$ cat config.mk
export PLATFORM = sky130hd
export DESIGN_NAME = uart_os_rx
export DESIGN_NICKNAME = d
export VERILOG_FILES = /design/src/rtl/uart_os_rx.sv
export SDC_FILE = /design/constraint.sdc
export NUM_CORES = 1
export LEC_CHECK = 0
export CAP_MARGIN = 0
export CORE_MARGIN = 2
export CORE_UTILIZATION = 59
export DETAILED_ROUTE_END_ITERATION = 6
export PLACE_DENSITY_LB_ADDON = 0.3
export SLEW_MARGIN = 5
export SYNTH_ARGS = -nofsm -noshare
export SYNTH_HDL_FRONTEND = slang
export SYNTH_SLANG_ARGS = --single-unit
$ cat constraint.sdc
create_clock -name clk -period 3.9 [get_ports clk]
set_clock_uncertainty 0.1 [all_clocks]
set_input_delay 1.17 -clock clk [delete_from_list [all_inputs] [get_ports clk]]
set_output_delay 1.17 -clock clk [all_outputs]
set_load 0.05 [all_outputs]
$ cat src/rtl/uart_os_rx.sv
module uart_os_rx (
  input  logic       clk,
  input  logic       rst_n,
  input  logic       rxd_i,
  input  logic       tick_i,
  input  logic       mode8x_i,
  input  logic [1:0] wlen_i,
  input  logic       par_en_i,
  input  logic       par_odd_i,
  output logic [7:0] data_o,
  output logic       err_parity_o,
  output logic       err_frame_o,
  output logic       err_break_o,
  output logic       valid_o
);
  localparam int CW = 4;

  typedef enum logic [2:0] {S_IDLE, S_START, S_DATA, S_PAR, S_STOP} st_t;
  st_t st;

  logic          sy1, sy2, sy_prev;
  logic [CW-1:0] cnt;
  logic [2:0]    bidx;
  logic [7:0]    shreg;
  logic          par_bit, any_hi;

  wire [CW-1:0] half_m1 = mode8x_i ? CW'(3) : CW'(7);
  wire [CW-1:0] full_m1 = mode8x_i ? CW'(7) : CW'(15);
  wire [CW-1:0] lim     = (st == S_START) ? half_m1 : full_m1;
  wire          at_mid  = tick_i && (cnt == lim);
  wire [2:0]    last_i  = {1'b0, wlen_i} + 3'd4;
  wire          fall    = sy_prev && !sy2;

  always_ff @(posedge clk or negedge rst_n) begin
    if (!rst_n) begin
      sy1 <= 1'b1; sy2 <= 1'b1; sy_prev <= 1'b1;
      st <= S_IDLE; cnt <= '0; bidx <= '0; shreg <= '0;
      par_bit <= 1'b0; any_hi <= 1'b0;
      data_o <= '0; err_parity_o <= 1'b0; err_frame_o <= 1'b0;
      err_break_o <= 1'b0; valid_o <= 1'b0;
    end else begin
      sy1 <= rxd_i;
      sy2 <= sy1;
      sy_prev <= sy2;
      valid_o <= 1'b0;
      if (st != S_IDLE && tick_i)
        cnt <= at_mid ? '0 : cnt + CW'(1);
      case (st)
        S_IDLE: if (fall) begin
          st  <= S_START;
          cnt <= '0;
        end
        S_START: if (at_mid) begin
          if (sy2) st <= S_IDLE;
          else begin
            st <= S_DATA; bidx <= '0; shreg <= '0;
            par_bit <= 1'b0; any_hi <= 1'b0;
          end
        end
        S_DATA: if (at_mid) begin
          shreg[bidx] <= sy2;
          any_hi <= any_hi | sy2;
          if (bidx == last_i) st <= par_en_i ? S_PAR : S_STOP;
          else bidx <= bidx + 3'd1;
        end
        S_PAR: if (at_mid) begin
          par_bit <= sy2;
          any_hi  <= any_hi | sy2;
          st      <= S_STOP;
        end
        S_STOP: if (at_mid) begin
          data_o       <= shreg;
          err_parity_o <= par_en_i && ((^shreg ^ par_bit) != par_odd_i);
          err_frame_o  <= !sy2;
          err_break_o  <= !(any_hi | sy2);
          valid_o      <= 1'b1;
          st           <= S_IDLE;
        end
        default: st <= S_IDLE;
      endcase
    end
  end
endmodule

==> results of run 1 <==
==> registers in the layout, summed over array words and instances, names as in the netlist, 3 cells and up <==
| name | count |
|---|---|
| st | 3 |
| cnt | 4 |
| bidx | 3 |
| data_o | 8 |
| shreg | 8 |
==> path summary, 6_finish.rpt <==
| kind | slack [ps] | cells past startpoint | to |
|---|---|---|---|
| max | 700 | 5 | data_o[2]$_DFFE_PN0P_ |
| min | 260 | 0 | sy2$_DFF_PN1_ |
| max reg2reg | 1310 | 4 | data_o[2]$_DFFE_PN0P_ |
| min reg2reg | 260 | 0 | sy2$_DFF_PN1_ |
| max in group asynchronous | 2220 | 2 | sy1$_DFF_PN1_ |
| min in group asynchronous | 1130 | 2 | shreg[7]$_DFFE_PN0P_ |
==> cell type report <==
type	count	area [sq um]	area share
clock buffers	6	41.3	0.0194
flip-flops and latches	35	880	0.414
well taps	44	55.1	0.0259
clock inverters	2	12.5	0.00589
inverters	7	26.3	0.0124
repair buffers	22	215	0.101
multi-input cells	119	893	0.421
==> cell usage in the layout (no fill, tap or decap), types with 2 or more instances in the layout <==
master           synthesis  layout
a21oi_1                  6       6
a31oi_1                  3       3
and3_1                   2       2
buf_4                    0       2
clkbuf_4                 0       5
clkdlybuf4s50_1          0      20
dfrtp_1                 32      32
dfstp_2                  3       3
ha_1                     2       2
inv_1                    7       7
mux2_2                  14      14
nand2_1                 10      10
nand3_1                  4       4
nand4_1                  2       2
nand4b_1                 3       3
nor2_1                  11      11
nor2b_1                  8       8
nor3_1                   3       3
nor3b_1                  2       2
o21a_1                   2       2
o21ai_0                  6       6
o21bai_1                 2       2
o31ai_1                  7       7
or3_1                    2       2
xnor2_1                 11      11
==> power breakdown <==
| part | leakage [nW] | internal (mW) | switching, mW | total, mW |
|---|---|---|---|---|
| sequential | 0.466 | 0.409 | 0.0770 | 0.486 |
| clock | 0.0282 | 0.0695 | 0.124 | 0.194 |
| combinational | 0.433 | 0.134 | 0.165 | 0.299 |
==> stage by stage <==
step	power, mW	utilization	hold WS (ps)	worst slack (ps)
finish	0.978	0.701	263	700
global route	1.04	0.701	275	598
CTS	0.972	0.701	266	729
detailed placement	0.786	0.683	251	370
global placement	0.768	0.683	247	439
floorplan	0.716	-	245	1180
==> logic make-up (layout without fill, tap and decap cells) <==
family,Yosys count,in the layout,synth area share
buffers and inverters,16,37,0.0432
adder cells (fa/ha/maj),2,2,0.0135
AO/OA/AOI/OAI,36,36,0.139
flip-flops,35,35,0.475
XOR/XNOR,11,11,0.0520
multiplexers,16,16,0.101
AND/OR/NAND/NOR,54,54,0.177
==> routing by layer <==
layer / vias up / wire length (microns) / global-route usage
li1: 653 / - / -
met1: 654 / 1540 / 0.292
met2: 47 / 1860 / 0.380
met3: 9 / 158 / 0.0563
met4: 0 / 87 / 0.117
met5: - / 0 / 0
==> impl_metrics.yaml, run 1 <==
status:
  outcome: "completed"
synthesis:
  yosysTopAreaCell: "dfrtp_1"
  yosysUniqueCellTypes: 45
  synth_area_sq_um: 1850
  synth-edff-count: 0
  synth_common_cells: "dfrtp_1, mux2_2, nor2_1, xnor2_1, nand2_1"
  syn_area_per_cell_sq_um: 10.9
  yosysMostFrequentCell: "dfrtp_1"
  synthArstFlopShare: 1.00
  synth_area_leaders: "dfrtp_1, mux2_2, xnor2_1"
  ys_ff_latch: 35
  synth_nets: 181
  synthCells: 170
  ys_seq_area_frac: 0.475
  synth.top_cell.area_share: 0.432
  yosysWarnings: 0
  ys.flop_type: "dfrtp_1"
cts:
  cts_buffers: 5
  cts.sinks: 35
  root_buffer: "clkbuf_4"
  clock_path_buffers: 2
  cts_tree: "done"
  cts.clk_slew.worst_paths_ps: 100
  clkLatencyLatePin_ps: 340
  cts_hold_buf: 0
  cts_max_level: 2
  cts_resized: 0
  post_cts_buffers: 0
routing:
  via_per_inst: 5.80
  wl_microns: 3650
  vias: 1363
  first_pass_iters: 4
  drc: 0
  wl_per_cell_microns: 15.5
  ant_nets: 0
  drtIter0Drc: 77
power_and_ir_drop:
  peakVddDrop_uv: 232
  power_density_nw_per_um2: 461
  p_leak_nw: 0.928
worst_setup_path:
  cp.required_ps: 4030
  crit_fanout: 16
  r2r-start: "st[2]$_DFFE_PN0P_"
  path_buf_inv: 1
  cp-startpoint: "mode8x_i"
  worstPathCellList: "clkdlybuf4s50_1 -> o21a_1 -> mux2i_2 -> or3_1 -> mux2_2"
  max_stage_delay_ps: 600
  slowest_stage: "or3_1"
  arrival_ps: 3330
  crit_family: "multiplexers"
  crit_type: "in2reg"
  worstSetupEndpointType: "register"
  start_kind: "input port"
die:
  ios: 21
  initial_utilization: 0.612
  fp.dieH_microns: 60.0
  core.rowCount: 20
  die_x_microns: 60.0
  die_area_sq_um: 3600
  design.core.area_sq_um: 3030
global_routing:
  grt_overflow: 0
  grt_pass1_wl_microns: 6290
  grt_max_degree: 36
  track_usage: 0.235
  antenna_found_initial: 0
  grt_pass1_vias: 1395
finish:
  antennaDiodeCount: 0
  area_growth_pct: 14.6
  layout-drive-gt1-share: 0.183
  final_cells: 235
  nNetsFinal: 201
  fillers: 241
  final_area_sq_um: 2120
timing:
  finalSetupTns_ps: 0
  setup_viol: 0
  rsz0062_at_grt: "no"
  hold_viol_final: 0
  post-route-min-period_ps: 3200
  fmax_mhz: 313
  worstMarginPinSlew_ps: 628
  drv_slew: 0
  finalCritPeriodShare: 0.820
  relSlewSlack: 0.581
worst_hold_path:
  hold_path.class: "reg2reg"
  worstHoldStart: "sy1$_DFF_PN1_"
placed_design:
  dpl-instance-area_sq_um: 2070
  dpl.hpwl_microns: 2600
  io_buffers: 20
  dp.cells: 227
  place_congestion: 0.826
job:
  drv_cap: 0
Note: power is estimated with default switching activity, not from simulation.
==> inputs of run 2 (changes only) <==
CORE_UTILIZATION = 50   (was 59)
clock period = 2.7 ns   (was 3.9 ns; I/O delays follow)
==> impl_metrics.yaml, run 2 (synthesis gave the netlist of run 1 again) <==
power_and_ir_drop:
  power_density_nw_per_um2: 708
  p_leak_nw: 1.02
  power_frac_comb: 0.303
  swShare: 0.339
  netSwitchingPower_mw: 0.547
  peakVddDrop_uv: 333
  seqPwrFrac: 0.434
  p_clk_frac: 0.263
  p_int_mw: 1.07
routing:
  wl_per_cell_microns: 14.4
  wl_microns: 3610
  first_pass_iters: 5
  drtIter0Drc: 44
  ant_nets: 0
  drc: 0
  via_per_inst: 5.53
  vias: 1388
worst_setup_path:
  r2r-end: "bidx[0]$_DFFE_PN0P_"
  rr_worst_depth: 7
  cp.required_ps: 2780
  worstSetupEndpointType: "register"
  arrival_ps: 2670
  r2r-start: "st[0]$_DFFE_PN0P_"
  crit_type: "in2reg"
  crit_fanout: 14
  start_kind: "input port"
  rrSetupSlack_ps: 510
timing:
  finalCritPeriodShare: 0.958
  worstMarginPinSlew_ps: 683
  hold_viol_final: 0
  finalSetupTns_ps: 0
  relSlewSlack: 0.539
  setup_viol: 0
  post-route-min-period_ps: 2590
  fmax_mhz: 387
  rsz0062_at_grt: "no"
  drv_slew: 0
finish:
  final_cell_mix: "dfrtp_1, clkdlybuf4s50_1, mux2_2"
  largestRegisters: "data_o (8), shreg (8), cnt (4)"
  area_growth_pct: 23.1
  antennaDiodeCount: 0
  final_area_sq_um: 2280
  layout-drive-gt1-share: 0.236
  nNetsFinal: 213
  final_common_cell: "dfrtp_1"
die:
  ios: 21
  design.core.area_sq_um: 3610
  initial_utilization: 0.514
  die_area_sq_um: 4210
  core.rowCount: 22
  die_x_microns: 64.9
  fp.dieH_microns: 64.9
status:
  outcome: "completed"
cts:
  root_buffer: "clkbuf_8"
  cts_tree: "done"
  clkLatencyLatePin_ps: 290
  cts_hold_buf: 0
  cts.sinks: 35
  cts_max_level: 2
  cts_resized: 0
  post_cts_buffers: 0
  cts_buffers: 5
  clock_path_buffers: 2
  cts.clk_slew.worst_paths_ps: 70
job:
  drv_cap: 0
global_routing:
  antenna_found_initial: 0
  track_usage: 0.199
  grt_overflow: 0
  grt_pass1_wl_microns: 6370
  grt_max_degree: 36
  grt_pass1_vias: 1351
placed_design:
  dpl-instance-area_sq_um: 2180
  io_buffers: 20
  place_congestion: 0.847
  dpl.hpwl_microns: 2490
worst_hold_path:
  hold_path_depth: 0
  hold_path.class: "reg2reg"
  holdPathEnd: "sy2$_DFF_PN1_"
  worstHoldStart: "sy1$_DFF_PN1_"
run 2: worst max-delay path by stage:
stage	from	to	slack (ps)	cells after the start
final	mode8x_i	data_o[7]$_DFFE_PN0P_	110	6
after global routing	tick_i	err_break_o$_DFFE_PN0P_	50	8
after CTS	mode8x_i	data_o[2]$_DFFE_PN0P_	120	6
after detailed placement	mode8x_i	data_o[7]$_DFFE_PN0P_	-190	6
after global placement	mode8x_i	data_o[7]$_DFFE_PN0P_	-130	6
after floorplan	tick_i	data_o[7]$_DFFE_PN0P_	340	6
run 2: worst max-delay path: stages:
cell and delay (ps):
clkdlybuf4s50_1 540, nor2_1 80, a211o_4 320, or3_1 400, buf_4 210, mux2_4 300
run 2: layout make-up:
cell class | count | area [sq um]
Clock buffer | 7 | 96.3
Clock inverter | 1 | 7.51
Fill cell | 302 | 1330
Inverter | 7 | 26.3
Multi-Input combinational cell | 119 | 893
Sequential cell | 35 | 880
Tap cell | 48 | 60.1
Timing Repair Buffer | 34 | 318
run 2: power groups by stage:
stage / Sequential, mW / Combinational, mW / Clock (mW)
after floorplan: 0.649 / 0.385 / 0
after global placement: 0.706 / 0.472 / 0
after detailed placement: 0.710 / 0.488 / 0
after CTS: 0.701 / 0.492 / 0.436
after global routing: 0.718 / 0.543 / 0.463
final: 0.702 / 0.489 / 0.425
run 2: metal layers:
layer,share of wire,global-route usage,up-vias
met5,0,0,-
met4,0.022,0.0798,0
met3,0.042,0.0486,7
met2,0.49,0.321,29
met1,0.44,0.255,678
li1,-,-,674
run 2: stage by stage:
step	worst slack, ps	utilization	power [mW]	std cells	hold slack (ps)
floorplan	339	-	1.03	170	245
global placement	-131	0.604	1.18	243	246
detailed placement	-185	0.604	1.20	243	248
CTS	125	0.633	1.63	251	258
global route	54.6	0.633	1.72	251	265
finish	114	0.633	1.62	251	257
